`src/rtl/dbs_pkg.sv`:
```
package dbs_pkg;

   // splitting policy selected per request
   typedef enum logic {
      POL_ALIGN = 1'b0,
      POL_KEEP  = 1'b1
   } dbs_policy_e;

   // bytes per double word, as a shift
   localparam int DW_SHIFT = 3;

endpackage

```
`src/rtl/dbs_len_calc.sv`:
```
module dbs_len_calc #(
   parameter int LEN_W    = 16,
   parameter int BL_W     = 4,
   parameter int OFF_W    = 5,
   parameter int SZC_W    = 2,
   parameter int NSIZES   = 4,
   parameter int BOUND_DW = 32
) (
   input  logic [OFF_W-1:0] off,
   input  logic [LEN_W-1:0] remaining,
   input  logic [BL_W-1:0]  chunk_left,
   input  logic [SZC_W-1:0] size_code,
   input  dbs_pkg::dbs_policy_e policy,
   output logic [BL_W-1:0]  blen,
   output logic             hold
);
   import dbs_pkg::*;

   logic [LEN_W-1:0] size_tab [NSIZES];
   logic [LEN_W-1:0] size_full;
   logic [LEN_W-1:0] misalign;
   logic [LEN_W-1:0] base;
   logic [LEN_W-1:0] chunk;
   logic [LEN_W-1:0] to_bound;
   logic [LEN_W-1:0] len_w;

   // decoded burst sizes, one entry per supported code
   for (genvar i = 0; i < NSIZES; i++) begin : g_size
      assign size_tab[i] = LEN_W'(1) << i;
   end

   always_comb begin
      size_full = (int'(size_code) < NSIZES) ? size_tab[size_code] : size_tab[NSIZES-1];
      misalign  = LEN_W'(off) & (size_full - LEN_W'(1));
      base      = (policy == POL_KEEP) ? LEN_W'(chunk_left) : (size_full - misalign);
      chunk     = (base < remaining) ? base : remaining;
      to_bound  = LEN_W'(BOUND_DW) - LEN_W'(off);
      len_w     = (chunk < to_bound) ? chunk : to_bound;
      blen      = BL_W'(len_w);
      hold      = (policy == POL_KEEP) && (len_w < chunk);
   end

endmodule

```
`src/rtl/dbs_track.sv`:
```
module dbs_track #(
   parameter int ADDR_W = 32,
   parameter int LEN_W  = 16,
   parameter int BL_W   = 4,
   parameter int SZC_W  = 2
) (
   input  logic              clk,
   input  logic              rst_n,
   input  logic              req_fire,
   input  logic [ADDR_W-1:0] req_addr,
   input  logic [LEN_W-1:0]  req_len,
   input  logic [SZC_W-1:0]  req_size,
   input  logic              req_mode,
   input  logic              cmd_fire,
   input  logic [BL_W-1:0]   blen,
   output logic              busy,
   output logic [ADDR_W-1:0] cur_addr,
   output logic [LEN_W-1:0]  remaining,
   output logic [BL_W-1:0]   chunk_left,
   output logic [SZC_W-1:0]  size_code,
   output dbs_pkg::dbs_policy_e policy,
   output logic              done
);
   import dbs_pkg::*;

   logic [BL_W-1:0] size_full;
   logic [BL_W-1:0] req_size_full;

   assign size_full     = BL_W'(1) << size_code;
   assign req_size_full = BL_W'(1) << req_size;

   always_ff @(posedge clk) begin
      if (!rst_n) begin
         busy       <= 1'b0;
         cur_addr   <= '0;
         remaining  <= '0;
         chunk_left <= '0;
         size_code  <= '0;
         policy     <= POL_ALIGN;
         done       <= 1'b0;
      end else begin
         done <= 1'b0;
         if (req_fire) begin
            cur_addr   <= req_addr & ~ADDR_W'(7);
            remaining  <= req_len;
            size_code  <= req_size;
            policy     <= dbs_policy_e'(req_mode);
            chunk_left <= req_size_full;
            busy       <= (req_len != '0);
            done       <= (req_len == '0);
         end else if (cmd_fire) begin
            cur_addr  <= cur_addr + (ADDR_W'(blen) << DW_SHIFT);
            remaining <= remaining - LEN_W'(blen);
            if (policy == POL_ALIGN || blen == chunk_left)
               chunk_left <= size_full;
            else
               chunk_left <= chunk_left - blen;
            if (remaining == LEN_W'(blen)) begin
               busy <= 1'b0;
               done <= 1'b1;
            end
         end
      end
   end

endmodule

```
`src/rtl/dbs_burst_splitter.sv`:
```
module dbs_burst_splitter #(
   parameter int ADDR_W    = 32,
   parameter int LEN_W     = 16,
   parameter int MAX_BURST = 8,
   parameter int BOUND_DW  = 32,
   localparam int NSIZES   = $clog2(MAX_BURST) + 1,
   localparam int SZC_W    = (NSIZES > 1) ? $clog2(NSIZES) : 1,
   localparam int BL_W     = $clog2(MAX_BURST) + 1,
   localparam int OFF_W    = $clog2(BOUND_DW)
) (
   input  logic              clk,
   input  logic              rst_n,
   input  logic              req_valid,
   output logic              req_ready,
   input  logic [ADDR_W-1:0] req_addr,
   input  logic [LEN_W-1:0]  req_len,
   input  logic [SZC_W-1:0]  req_size,
   input  logic              req_mode,
   output logic              cmd_valid,
   input  logic              cmd_ready,
   output logic [ADDR_W-1:0] cmd_addr,
   output logic [BL_W-1:0]   cmd_len,
   output logic              cmd_hold,
   output logic              done
);
   import dbs_pkg::*;

   // elaboration-time parameter checks
   if ((MAX_BURST & (MAX_BURST - 1)) != 0 || MAX_BURST < 1) begin : g_bad_max
      $error("MAX_BURST must be a power of two");
   end
   if ((BOUND_DW & (BOUND_DW - 1)) != 0 || BOUND_DW < 2) begin : g_bad_bound
      $error("BOUND_DW must be a power of two of at least 2");
   end
   if (MAX_BURST > BOUND_DW) begin : g_bad_ratio
      $error("MAX_BURST must not exceed BOUND_DW");
   end
   if (LEN_W <= OFF_W || ADDR_W <= OFF_W + DW_SHIFT) begin : g_bad_width
      $error("LEN_W or ADDR_W too narrow for the boundary");
   end

   logic              busy;
   logic [ADDR_W-1:0] cur_addr;
   logic [LEN_W-1:0]  remaining;
   logic [BL_W-1:0]   chunk_left;
   logic [SZC_W-1:0]  size_code;
   dbs_policy_e       policy;
   logic [BL_W-1:0]   blen;
   logic              hold;
   logic              req_fire;
   logic              cmd_fire;

   assign req_ready = !busy;
   assign req_fire  = req_valid && req_ready;
   assign cmd_fire  = busy && cmd_ready;

   dbs_track #(
      .ADDR_W(ADDR_W), .LEN_W(LEN_W), .BL_W(BL_W), .SZC_W(SZC_W)
   ) u_track (
      .clk       (clk),
      .rst_n     (rst_n),
      .req_fire  (req_fire),
      .req_addr  (req_addr),
      .req_len   (req_len),
      .req_size  (req_size),
      .req_mode  (req_mode),
      .cmd_fire  (cmd_fire),
      .blen      (blen),
      .busy      (busy),
      .cur_addr  (cur_addr),
      .remaining (remaining),
      .chunk_left(chunk_left),
      .size_code (size_code),
      .policy    (policy),
      .done      (done)
   );

   dbs_len_calc #(
      .LEN_W(LEN_W), .BL_W(BL_W), .OFF_W(OFF_W), .SZC_W(SZC_W),
      .NSIZES(NSIZES), .BOUND_DW(BOUND_DW)
   ) u_calc (
      .off       (cur_addr[OFF_W+DW_SHIFT-1:DW_SHIFT]),
      .remaining (remaining),
      .chunk_left(chunk_left),
      .size_code (size_code),
      .policy    (policy),
      .blen      (blen),
      .hold      (hold)
   );

   assign cmd_valid = busy;
   assign cmd_addr  = cur_addr;
   assign cmd_len   = blen;
   assign cmd_hold  = hold;

endmodule

```
`config.mk`:
```
export PLATFORM = sky130hd
export DESIGN_NAME = dbs_burst_splitter
export DESIGN_NICKNAME = d
export VERILOG_FILES = /design/src/rtl/dbs_pkg.sv /design/src/rtl/dbs_len_calc.sv /design/src/rtl/dbs_track.sv /design/src/rtl/dbs_burst_splitter.sv
export SDC_FILE = /design/constraint.sdc
export NUM_CORES = 1
export LEC_CHECK = 0
export ABC_CLOCK_PERIOD_IN_PS = 10800
export BUFFER_PORTS_ARGS = -buffer_cell sky130_fd_sc_hd__buf_2
export CELL_PAD_IN_SITES_DETAIL_PLACEMENT = 0
export CELL_PAD_IN_SITES_GLOBAL_PLACEMENT = 1
export CORE_UTILIZATION = 43
export DETAILED_ROUTE_END_ITERATION = 10
export PLACE_DENSITY_LB_ADDON = 0.1
export SETUP_SLACK_MARGIN = 0.02
export SYNTH_ARGS = -nofsm -noshare
export SYNTH_HDL_FRONTEND = slang
export SYNTH_SLANG_ARGS = --single-unit
```
`constraint.sdc`:
```
create_clock -name clk -period 10.8 [get_ports clk]
set_input_delay 1.62 -clock clk [delete_from_list [all_inputs] [get_ports clk]]
set_output_delay 1.62 -clock clk [all_outputs]
set_load 0.05 [all_outputs]
```
==> results of run 1 <==
-- through the flow --
step | hold WS (ns) | utilization (%)
after floorplan | 0.4918 | -
after global placement | 0.4809 | 49.94
after detailed placement | 0.4892 | 49.94
after CTS | 0.5067 | 51.12
after global routing | 0.5403 | 51.12
final | 0.5005 | 51.12
-- power by group --
part           switching [mW]  total, mW  internal [mW]
Sequential             0.0292      0.247          0.218
Clock                  0.0743      0.145         0.0705
Combinational           0.274      0.425          0.152
-- final cells by class --
class                   instances  area share [%]
clock buffers                   5           1.371
clock inverters                 3          0.9472
inverters                      37           2.767
multi-input cells             454           60.69
flip-flops and latches         54           21.54
well taps                     133           3.315
repair buffers                 92           9.372
-- sequential cells by signal (all words and copies together), names as in the netlist --
register,flops
u_track.size_code,2
u_track.busy,1
u_track.cur_addr,29
u_track.remaining,16
u_track.policy,1
u_track.chunk_left,4
u_track.done,1
-- layer usage --
layer | GRT usage, % | routed length, um | up-vias
li1 | - | - | 2232
met1 | 33.22 | 5912 | 2082
met2 | 39.95 | 5595 | 113
met3 | 2.847 | 550 | 10
met4 | 4.875 | 141 | 0
met5 | 0 | 0 | -
-- tightest hold or removal path, stage by stage (launching register included) --
cell,delay [ns]
dfxtp_1,0.35
nand2_1,0.06
a21oi_1,0.05
-- synth_stat cells, drive strengths merged, types with 6 or more instances --
| master | count |
|---|---|
| nor4 | 11 |
| dfxtp | 54 |
| nand4 | 13 |
| a22oi | 11 |
| and3 | 9 |
| a221oi | 8 |
| xnor2 | 9 |
| o211ai | 10 |
| a31oi | 11 |
| clkbuf | 23 |
| ha | 38 |
| a21o | 9 |
| xor2 | 9 |
| nor2b | 6 |
| buf | 9 |
| inv | 37 |
| nand3 | 18 |
| a211oi | 10 |
| nand2 | 58 |
| nor2 | 56 |
| a21oi | 40 |
| mux2i | 9 |
| o21ai | 30 |
| nor3 | 19 |
-- path summary, 6_finish.rpt --
kind,cells past startpoint,start,slack (ns),endpoint
setup reg to reg,28,u_track.size_code[1],3.11,u_track.cur_addr[27]
setup / recovery,24,u_track.size_code[1],2.52,cmd_hold
hold / removal,2,u_track.cur_addr[8],0.50,u_track.cur_addr[8]
hold reg to reg,2,u_track.cur_addr[8],0.50,u_track.cur_addr[8]
-- cell families (layout without fill, tap and decap cells) --
kind of cell               count (synthesis)  in the layout  synth area share [%]
and+or+nand+nor                          211            211                 23.77
AOI/OAI and AO/OA                        159            159                 24.68
buffers and inverters                     69            137                 6.619
DFF                                       54             54                 24.65
adders and majority gates                 41             41                 12.21
xor gates and xnor gates                  18             18                 3.595
muxes                                     15             15                 4.308
other                                      2             10                0.1712
==> key figures, run 1 <==
Synthesis
  – Share of the synthesized area in the top cell type: about a quarter
  – Post-synth top area cell: dfxtp_1
  – Cell Area, Synth: about 4400 um2
  – Synth warn: 0
  – Synth async-reset ratio: 0%
  – Synth Flop Type: dfxtp_1
  – Post-Synthesis Cells: between 500 and 600
  – Synth area leaders: dfxtp_1 25%, ha_1 11%, nand2_1 4.8%
  – Avg Inst Size Synth: a little under 8 um2
  – Distinct cells, synth: 67
  – Synth Register Bits: between 50 and 60
  – Number of flops mapped to enable cells by yosys: 0
  – Sequential area share after synthesis: 24.65%

Worst setup path
  – Worst path most repeated cell: ha_1
  – Arr. time, crit path: between 6 and 7 ns
  – Crit path buffers/inverters: 3
  – Slowest-stage cell, CP: dfxtp_1
  – Critical path's largest stage delay: slightly above 0.6 ns
  – Setup CP Type: flop to output port
  – Critical Path End Type: output port
  – Cell chain of the critical path: mux2i_1, ha_1, or3_1, nor2_1, ha_1, and2_1, a221o_1, a21oi_1, nand2_2, mux2i_1, inv_1, ha_1, a21oi_1, o21ai_0, a41oi_2, mux2_4, inv_1, ha_1, o21a_1, o21ai_0, a21oi_1, o211ai_1, and3_1, buf_2
  – Startpoint Class: flop
  – Crit path max-delay family: compound AO/OA/AOI/OAI gates
  – Worst Path Required: around 9 ns
  – Critical path fanouts, max: 12

Floorplanning
  – Ports: between 90 and 100
  – Std cell rows: 36
  – Die ar.: 10610 um2
  – Die Wd: just over 100 um
  – Starting Density: between 40% and 50%
  – Die height: about 100 um
  – CORE AREA: between 9000 and 10000 um2

Placement
  – Dpl cells: between 700 and 800
  – Post-placement cell area: ~4900 um2
  – HPWL Detailed: about 9100 um
  – Placer congestion estimate: between 0.8 and 0.9
  – PortBufs: slightly below 90
  – Setup WS pre-CTS: ~2.9 ns

Cells and area
  – Leading cell type in the layout, fill and taps excluded: buf_2
  – Layout cells sized above 1: a little under a fifth
  – Layout fillers: between 1000 and 1500
  – Final-stage net count: 740
  – Post-route cell area: approximately 5000 um2
  – Commonest cells after routing, fill and taps aside: 88 x buf_2, 56 x nand2_1, 56 x nor2_1
  – P&R area growth vs syn: 14.46%
  – Register area: ~1100 um2
  – Layout Cells excl Fill: just under 800
  – # diodes: 0
  – Area of the multi-input gates: 3047 um2

Routing
  – Vias: 4437
  – Drt first-iter violations: 200
  – Drt pass-1 iters: 5
  – Post-route DRC: 0
  – Post-Route WL: 12200 um
  – Wire per inst: between 15 and 20 um
  – Final ANT Viol Nets: 0
  – Vias per cell: ~5.7

STA
  – Final WS setup: approximately 2.5 ns
  – RSZ-0062 raised after global routing: no
  – Final Max Tran Viols: 0
  – Slew margin rel.: 39.87%
  – Skew final: 0.009305 ns
  – Min Tclk post-route: slightly above 8 ns
  – Slew @ Worst Pin: ~0.9 ns
  – Final hold violation count: 0
  – Final setup vio count: 0
  – TNS Setup: 0 ns
  – Fmax: approximately 0.12 GHz
  – Tcrit/Tclk final: between 70% and 80%

GRT
  – Gr ovfl total: 0
  – Gr usage total: a little under a quarter
  – Largest net degree at the start of global routing: 52
  – Initial antenna violation count: 0
  – Vias in the first global route: between 4000 and 5000
  – First-pass GRT wire length: around 20000 um

Clock tree
  – CTS clk-pin slew, worst paths: roughly 0.1 ns
  – CTS tree: built
  – Later-pin clock latency in the skew report: a little over 0.3 ns
  – Total CTS buffers: 5
  – Root Buffer: clkbuf_8
  – CTS Hold Bufs: 0
  – Postcts setup bufs: 0
  – Post_cts resized: 0
  – Total clock sinks: between 50 and 60
  – H-Tree Depth: 2
  – Max Root-Sink Buffers: 2

Pwr
  – PwrDens: around 160 nW/um2
  – Pwr Total: about 0.8 mW
  – Leak: between 2 and 2.5 nW
  – Worst VDD drop: roughly 0.000076 V

Outcome
  – Outcome: completed

Run
  – Max Cap Violations: 0

Hold path
  – Worst min path class: flop to flop
Note: power is estimated with default switching activity, not from simulation.
==> run 2: changes to the inputs <==
--- a/config.mk
+++ b/config.mk
@@ -5,11 +5,11 @@
 export SDC_FILE = /design/constraint.sdc
 export NUM_CORES = 1
 export LEC_CHECK = 0
-export ABC_CLOCK_PERIOD_IN_PS = 10800
+export ABC_CLOCK_PERIOD_IN_PS = 7700
 export BUFFER_PORTS_ARGS = -buffer_cell sky130_fd_sc_hd__buf_2
 export CELL_PAD_IN_SITES_DETAIL_PLACEMENT = 0
 export CELL_PAD_IN_SITES_GLOBAL_PLACEMENT = 1
-export CORE_UTILIZATION = 43
+export CORE_UTILIZATION = 40
 export DETAILED_ROUTE_END_ITERATION = 10
 export PLACE_DENSITY_LB_ADDON = 0.1
 export SETUP_SLACK_MARGIN = 0.02
==> constraint.sdc (replaced) <==
create_clock -name clk -period 7.7 [get_ports clk]
set_input_delay 1.155 -clock clk [delete_from_list [all_inputs] [get_ports clk]]
set_output_delay 1.155 -clock clk [all_outputs]
set_load 0.05 [all_outputs]
==> key figures, run 2 (synthesis results as in run 1) <==
STA
  – Final setup vio count: 0 (unchanged)
  – Slew margin rel.: 40.75% (+0.88 points)
  – TNS Setup: 0 ns (unchanged)
  – Final Max Tran Viols: 0 (unchanged)
  – Tcrit/Tclk final: between 90 and 100%
  – Min Tclk post-route: roughly 7.3 ns
  – Final hold violation count: 0 (unchanged)
  – Skew final: 0.01470 ns (+0.005395 ns)
  – Final WS setup: 0.4278 ns (-2.088 ns)
  – Fmax: ~0.14 GHz
  – Slew @ Worst Pin: 0.8875 ns (-0.01323 ns)

GRT
  – Gr ovfl total: 0 (unchanged)
  – Initial antenna violation count: 0 (unchanged)
  – Largest net degree at the start of global routing: 47 (-9.6%)
  – Gr usage total: 23.33% (-0.61 points)
  – First-pass GRT wire length: 21250 um (+6.2%)
  – Vias in the first global route: 4377 (+7.7%)

Hold path
  – HP Start: u_track.cur_addr[10]
  – Hold Crit Depth: 2 (unchanged)
  – Worst min path class: flop to flop
  – Hold Path End: u_track.cur_addr[10]

Cells and area
  – # diodes: 0 (unchanged)
  – Top reg by flops: u_track.cur_addr
  – Max reg flops: 29 (unchanged)
  – Post-layout util: 48.48% (-2.6 points)
  – Largest registers: u_track.cur_addr: 29 flops, u_track.remaining: 16 flops, u_track.chunk_left: 4 flops
  – P&R area growth vs syn: 15.66%
  – Layout cells sized above 1: 20.52% (+1.6 points)
  – Commonest cells after routing, fill and taps aside: 88 x buf_2, 56 x nand2_1, 56 x nor2_1
  – Final-stage net count: 749 (+1.2%)
  – Layout Cells excl Fill: 789 (+1.4%)
  – Post-route cell area: 5072 um2 (+1.0%)
  – Leading cell type in the layout, fill and taps excluded: buf_2

Clock tree
  – Root Buffer: clkbuf_8
  – Max Root-Sink Buffers: 2 (unchanged)
  – Total CTS buffers: 5 (unchanged)
  – CTS tree: built
  – Total clock sinks: 54 (unchanged)
  – CTS clk-pin slew, worst paths: 0.09 ns (about the same)
  – H-Tree Depth: 2 (unchanged)
  – Later-pin clock latency in the skew report: 0.33 ns (+0.02 ns)

Routing
  – Post-route DRC: 0 (unchanged)
  – Vias: 4514 (+1.7%)
  – Drt pass-1 iters: 4 (-1)
  – Wire per inst: 16.55 um (+5.5%)
  – Vias per cell: 5.721 (+0.32%)
  – Post-Route WL: 13060 um (+7.0%)
  – Final ANT Viol Nets: 0 (unchanged)
  – Drt first-iter violations: 274 (+37%)

Floorplanning
  – Die height: 106.7 um (+3.6%)
  – CORE AREA: 10460 um2 (+6.5%)
  – Die Wd: 106.7 um (+3.6%)
  – Die ar.: 11390 um2 (+7.3%)
  – Std cell rows: 37 (+2.8%)
  – Ports: 95 (unchanged)
  – Starting Density: 41.92% (-2.7 points)

Pwr
  – Net Switching: 0.5423 mW (+44%)
  – Power share of the sequential group: 30.3% (about the same)
  – Clock share of power: 14.4% (-3.3 points)
  – Sw Share: 47.66% (+1.5 points)
  – Leak: 2.219 nW (+1.3%)
  – PwrDens: 224.3 nW/um2 (+38%)
  – Worst VDD drop: 0.00009647 V (+28%)
  – Internal power: 0.5955 mW (+35%)
  – Comb pwr share: 55.3% (+3.2 points)

Placement
  – Setup WS pre-CTS: 0.3412 ns (-2.519 ns)
  – Post-placement cell area: 4952 um2 (+1.0%)
  – Dpl cells: 779 (+1.2%)
  – PortBufs: 88 (unchanged)
  – Placer congestion estimate: 0.8109 (-8.5%)
  – HPWL Detailed: 9680 um (+6.7%)

Worst setup path
  – Worst Path Required: 6.55 ns (-2.63 ns)
  – Reg2reg setup slack: 0.62 ns (-2.49 ns)
  – Critical Path End Type: output port
  – Worst path most repeated cell: ha_1
  – Crit path max-delay family: compound AO/OA/AOI/OAI gates
  – Worst R2R End: u_track.cur_addr[24]
  – Slowest-stage cell, CP: dfxtp_2
  – Crit path buffers/inverters: 3 (unchanged)
  – Critical path's largest stage delay: 0.47 ns (-0.15 ns)
  – Reg2reg start: u_track.size_code[0]
  – Setup CP Type: flop to output port
  – Startpoint Class: flop
  – Reg2Reg Depth: 32 (+14%)
  – Arr. time, crit path: 6.12 ns (-0.54 ns)
  – Critical path fanouts, max: 10 (-2)

Run
  – Max Cap Violations: 0 (unchanged)

Outcome
  – Outcome: completed
run 2: cell types whose count changed in the layout (fill, tap and decap cells not counted), moves of 2 or more:
| cell | previous run | this run |
|---|---|---|
| buf_4 | 4 | 13 |
| dfxtp_1 | 54 | 51 |
| clkinv_2 | 0 | 2 |
| dfxtp_2 | 0 | 2 |
run 2: through the flow:
stage,total power [mW],hold slack [ns]
after CTS,1.127,0.5076
after global routing,1.226,0.5430
final,1.138,0.5039
after global placement,0.9427,0.4796
after detailed placement,0.9605,0.4954
after floorplan,0.8167,0.4918
run 2: power by group through the flow:
stage | sequential [mW] | clock (mW) | combinational, mW
finish | 0.345 | 0.164 | 0.629
global route | 0.349 | 0.180 | 0.697
CTS | 0.343 | 0.169 | 0.615
detailed placement | 0.350 | 0 | 0.611
global placement | 0.348 | 0 | 0.594
floorplan | 0.379 | 0 | 0.437
run 2: worst max-delay path by stage:
stage | start | to | cells after the start
global route | u_track.cur_addr[3] | cmd_hold | 25
global placement | u_track.size_code[1] | u_track.cur_addr[31] | 30
floorplan | u_track.cur_addr[4] | cmd_hold | 24
detailed placement | u_track.size_code[1] | u_track.cur_addr[31] | 30
CTS | u_track.size_code[1] | cmd_hold | 25
finish | u_track.size_code[0] | cmd_hold | 25
run 2: worst reg2reg max path, delay by kind of cell (launching register included):
kind            cells  cell delay [ns]
compound gates     12             2.36
simple gates       10             2.02
fa+ha+maj           5             1.34
flops               1             0.47
buf+inv             3             0.35
mux                 1             0.31
xor+xnor            1             0.17
run 2: metal layers:
| metal | vias up | GRT usage, % | wire length [um] |
|---|---|---|---|
| met5 | - | 0 | 0 |
| met4 | 0 | 6.262 | 160 |
| met3 | 12 | 3.951 | 700 |
| met2 | 120 | 39.26 | 6050 |
| met1 | 2133 | 30.70 | 6144 |
| li1 | 2249 | - | - |
run 2: layout make-up:
type / count / area [um2]
clock buffers: 5 / 68.82
clock inverters: 2 / 10.01
fillers: 1095 / 5390
inverters: 37 / 138.9
multi-input cells: 454 / 3059
flip-flops and latches: 54 / 1087
well taps: 136 / 170.2
repair buffers: 101 / 538.0
run 2: what timing repair did:
item,CTS,global route
resized for setup,0,7
endpoints found under the setup margin,0,16
setup buffers,0,3
hold buffers,0,0
==> run 3: changes to the inputs <==
--- a/config.mk
+++ b/config.mk
@@ -5,7 +5,7 @@
 export SDC_FILE = /design/constraint.sdc
 export NUM_CORES = 1
 export LEC_CHECK = 0
-export ABC_CLOCK_PERIOD_IN_PS = 7700
+export ABC_CLOCK_PERIOD_IN_PS = 8000
 export BUFFER_PORTS_ARGS = -buffer_cell sky130_fd_sc_hd__buf_2
 export CELL_PAD_IN_SITES_DETAIL_PLACEMENT = 0
 export CELL_PAD_IN_SITES_GLOBAL_PLACEMENT = 1
==> constraint.sdc (replaced) <==
create_clock -name clk -period 8 [get_ports clk]
set_input_delay 1.2 -clock clk [delete_from_list [all_inputs] [get_ports clk]]
set_output_delay 1.2 -clock clk [all_outputs]
set_load 0.05 [all_outputs]
==> key figures, run 3 (synthesis results as in run 1) <==
Outcome
  – Outcome: completed

Worst setup path
  – Setup CP Type: flop to output port
  – Worst path most repeated cell: ha_1
  – Critical path fanouts, max: 10 (unchanged)
  – Arr. time, crit path: 6.40 ns (+0.28 ns)
  – Crit path max-delay family: compound AO/OA/AOI/OAI gates
  – Crit path buffers/inverters: 3 (unchanged)
  – Critical Path End Type: output port
  – Critical path's largest stage delay: 0.58 ns (+0.11 ns)
  – Cell chain of the critical path: o21ai_0, ha_1, or3_1, nor2_2, ha_1, and2_1, a221o_1, a21oi_1, nand2_2, mux2i_2, inv_1, ha_1, a21oi_1, o2111ai_1, a41oi_4, mux2_4, inv_1, ha_1, o21a_1, o21ai_0, a21oi_1, o211ai_1, and3_1, buf_2
  – Slowest-stage cell, CP: dfxtp_1
  – Startpoint Class: flop
  – Worst Path Required: 6.80 ns (+0.25 ns)

Routing
  – Drt first-iter violations: 269 (-1.8%)
  – Drt pass-1 iters: 5 (+1)
  – Final ANT Viol Nets: 0 (unchanged)
  – Wire per inst: 16.28 um (-1.6%)
  – Vias per cell: 5.727 (+0.10%)
  – Post-route DRC: 0 (unchanged)
  – Post-Route WL: 12770 um (-2.2%)
  – Vias: 4490 (-0.53%)

Pwr
  – Pwr Total: 1.118 mW (-1.7%)
  – Comb pwr share: 53.2% (-2.1 points)
  – Clock share of power: 17.3% (+2.9 points)
  – Sw Share: 46.30% (-1.4 points)
  – Leak: 2.197 nW (-1.0%)
  – Net Switching: 0.5178 mW (-4.5%)
  – Worst VDD drop: 0.0001102 V (+14%)
  – PwrDens: 221.2 nW/um2 (-1.4%)
  – Internal power: 0.6005 mW (+0.84%)
  – Power share of the sequential group: 29.6% (-0.7 points)

Clock tree
  – Total clock sinks: 54 (unchanged)
  – Total CTS buffers: 5 (unchanged)
  – Max Root-Sink Buffers: 2 (unchanged)
  – Root Buffer: clkbuf_8
  – CTS tree: built
  – H-Tree Depth: 2 (unchanged)
  – CTS clk-pin slew, worst paths: 0.10 ns (about the same)
  – Later-pin clock latency in the skew report: 0.32 ns (about the same)
  – CTS Hold Bufs: 0 (unchanged)

Placement
  – Dpl cells: 775 (-0.51%)
  – Placer congestion estimate: 0.8023 (-1.1%)
  – HPWL Detailed: 9340 um (-3.5%)
  – PortBufs: 88 (unchanged)

Cells and area
  – Final-stage net count: 743 (-0.80%)
  – Max reg flops: 29 (unchanged)
  – Top reg by flops: u_track.cur_addr
  – Layout Cells excl Fill: 784 (-0.63%)
  – P&R area growth vs syn: 15.26%
  – Commonest cells after routing, fill and taps aside: 88 x buf_2, 56 x nand2_1, 55 x nor2_1
  – Largest registers: u_track.cur_addr: 29 flops, u_track.remaining: 16 flops, u_track.chunk_left: 4 flops
  – Layout fillers: 1126 (+2.8%)
  – # diodes: 0 (unchanged)
  – Leading cell type in the layout, fill and taps excluded: buf_2
  – Layout cells sized above 1: 19.44% (-1.1 points)

STA
  – Final hold violation count: 0 (unchanged)
  – Slew margin rel.: 41.22% (+0.47 points)
  – Slew @ Worst Pin: 0.8818 ns (-0.005762 ns)
  – Final Max Tran Viols: 0 (unchanged)
  – RSZ-0062 raised after global routing: no
  – Final setup vio count: 0 (unchanged)
  – Min Tclk post-route: 7.595 ns
  – Final hold slack: 0.5038 ns (-0.0001180 ns)
  – TNS Setup: 0 ns (unchanged)
  – Skew final: 0.006084 ns (-0.008616 ns)
  – Tcrit/Tclk final: 94.94%
  – Fmax: between 0.1 and 0.15 GHz

Floorplanning
  – Ports: 95 (unchanged)
  – Std cell rows: 37 (unchanged)
  – CORE AREA: 10460 um2 (unchanged)
  – Starting Density: 41.92% (unchanged)
  – Die ar.: 11390 um2 (unchanged)
  – Die Wd: 106.7 um (unchanged)
  – Die height: 106.7 um (unchanged)

Hold path
  – Worst min path class: flop to flop

Run
  – Max Cap Violations: 0 (unchanged)

GRT
  – First-pass GRT wire length: 20780 um (-2.2%)
  – Initial antenna violation count: 0 (unchanged)
  – Gr usage total: 22.81% (-0.52 points)
  – Gr ovfl total: 0 (unchanged)
  – Largest net degree at the start of global routing: 47 (unchanged)
  – Vias in the first global route: 4225 (-3.5%)
==> run 3: cell count changes in the layout (fill, tap and decap cells not counted), moves of 2 or more <==
cell,change
clkinv_2,-2
clkbuf_1,+2
buf_4,-6
dfxtp_1,+2
==> run 3: layout make-up <==
cell class | count | area, um2 | share of cell area, %
flip-flops and latches | 54 | 1082 | 21.41
multi-input cells | 454 | 3064 | 60.62
repair buffers | 95 | 493.0 | 9.752
clock buffers | 7 | 76.32 | 1.510
well taps | 136 | 170.2 | 3.366
clock inverters | 1 | 30.03 | 0.5941
inverters | 37 | 138.9 | 2.748
==> run 3: repair_timing <==
action,in CTS,in global routing
setup endpoints to repair,0,15
buffers inserted,0,1
gates resized for setup,0,5
==> run 3: metrics by stage <==
stage	area (um2)	util, %	worst slack (ns)
2_1_floorplan	4415	-	0.6908
3_3_place_gp	4922	47.05	0.4162
3_5_place_dp	4922	47.05	0.3171
4_1_cts	5029	48.06	0.05533
5_1_grt	5055	48.31	0.01055
6_report	5055	48.31	0.4048
==> run 3: power groups by stage <==
stage	clock network, mW	logic (mW)	registers [mW]
detailed placement	0	0.578	0.336
CTS	0.198	0.583	0.330
finish	0.193	0.595	0.331
global route	0.206	0.660	0.335
global placement	0	0.567	0.335
floorplan	0	0.421	0.365
==> run 3: tightest hold or removal path: stages (launching register included) <==
cell and delay (ns):
dfxtp_1 0.35, nand2_1 0.06, a21oi_1 0.05
==> run 3: per-layer routing <==
layer | vias to the layer above | GRT usage [%] | part of all wire (%)
met5 | - | 0 | 0
met4 | 0 | 5.284 | 1.1
met3 | 10 | 3.769 | 4.9
met2 | 105 | 36.87 | 47
met1 | 2140 | 31.66 | 47
li1 | 2235 | - | -
==> run 3: final timing paths <==
kind / cells past startpoint / slack [ns] / startpoint / endpoint
max: 24 / 0.40 / u_track.size_code[0] / cmd_hold
min: 2 / 0.50 / u_track.cur_addr[8] / u_track.cur_addr[8]
max reg2reg: 28 / 0.62 / u_track.size_code[0] / u_track.cur_addr[25]
min reg2reg: 2 / 0.50 / u_track.cur_addr[8] / u_track.cur_addr[8]
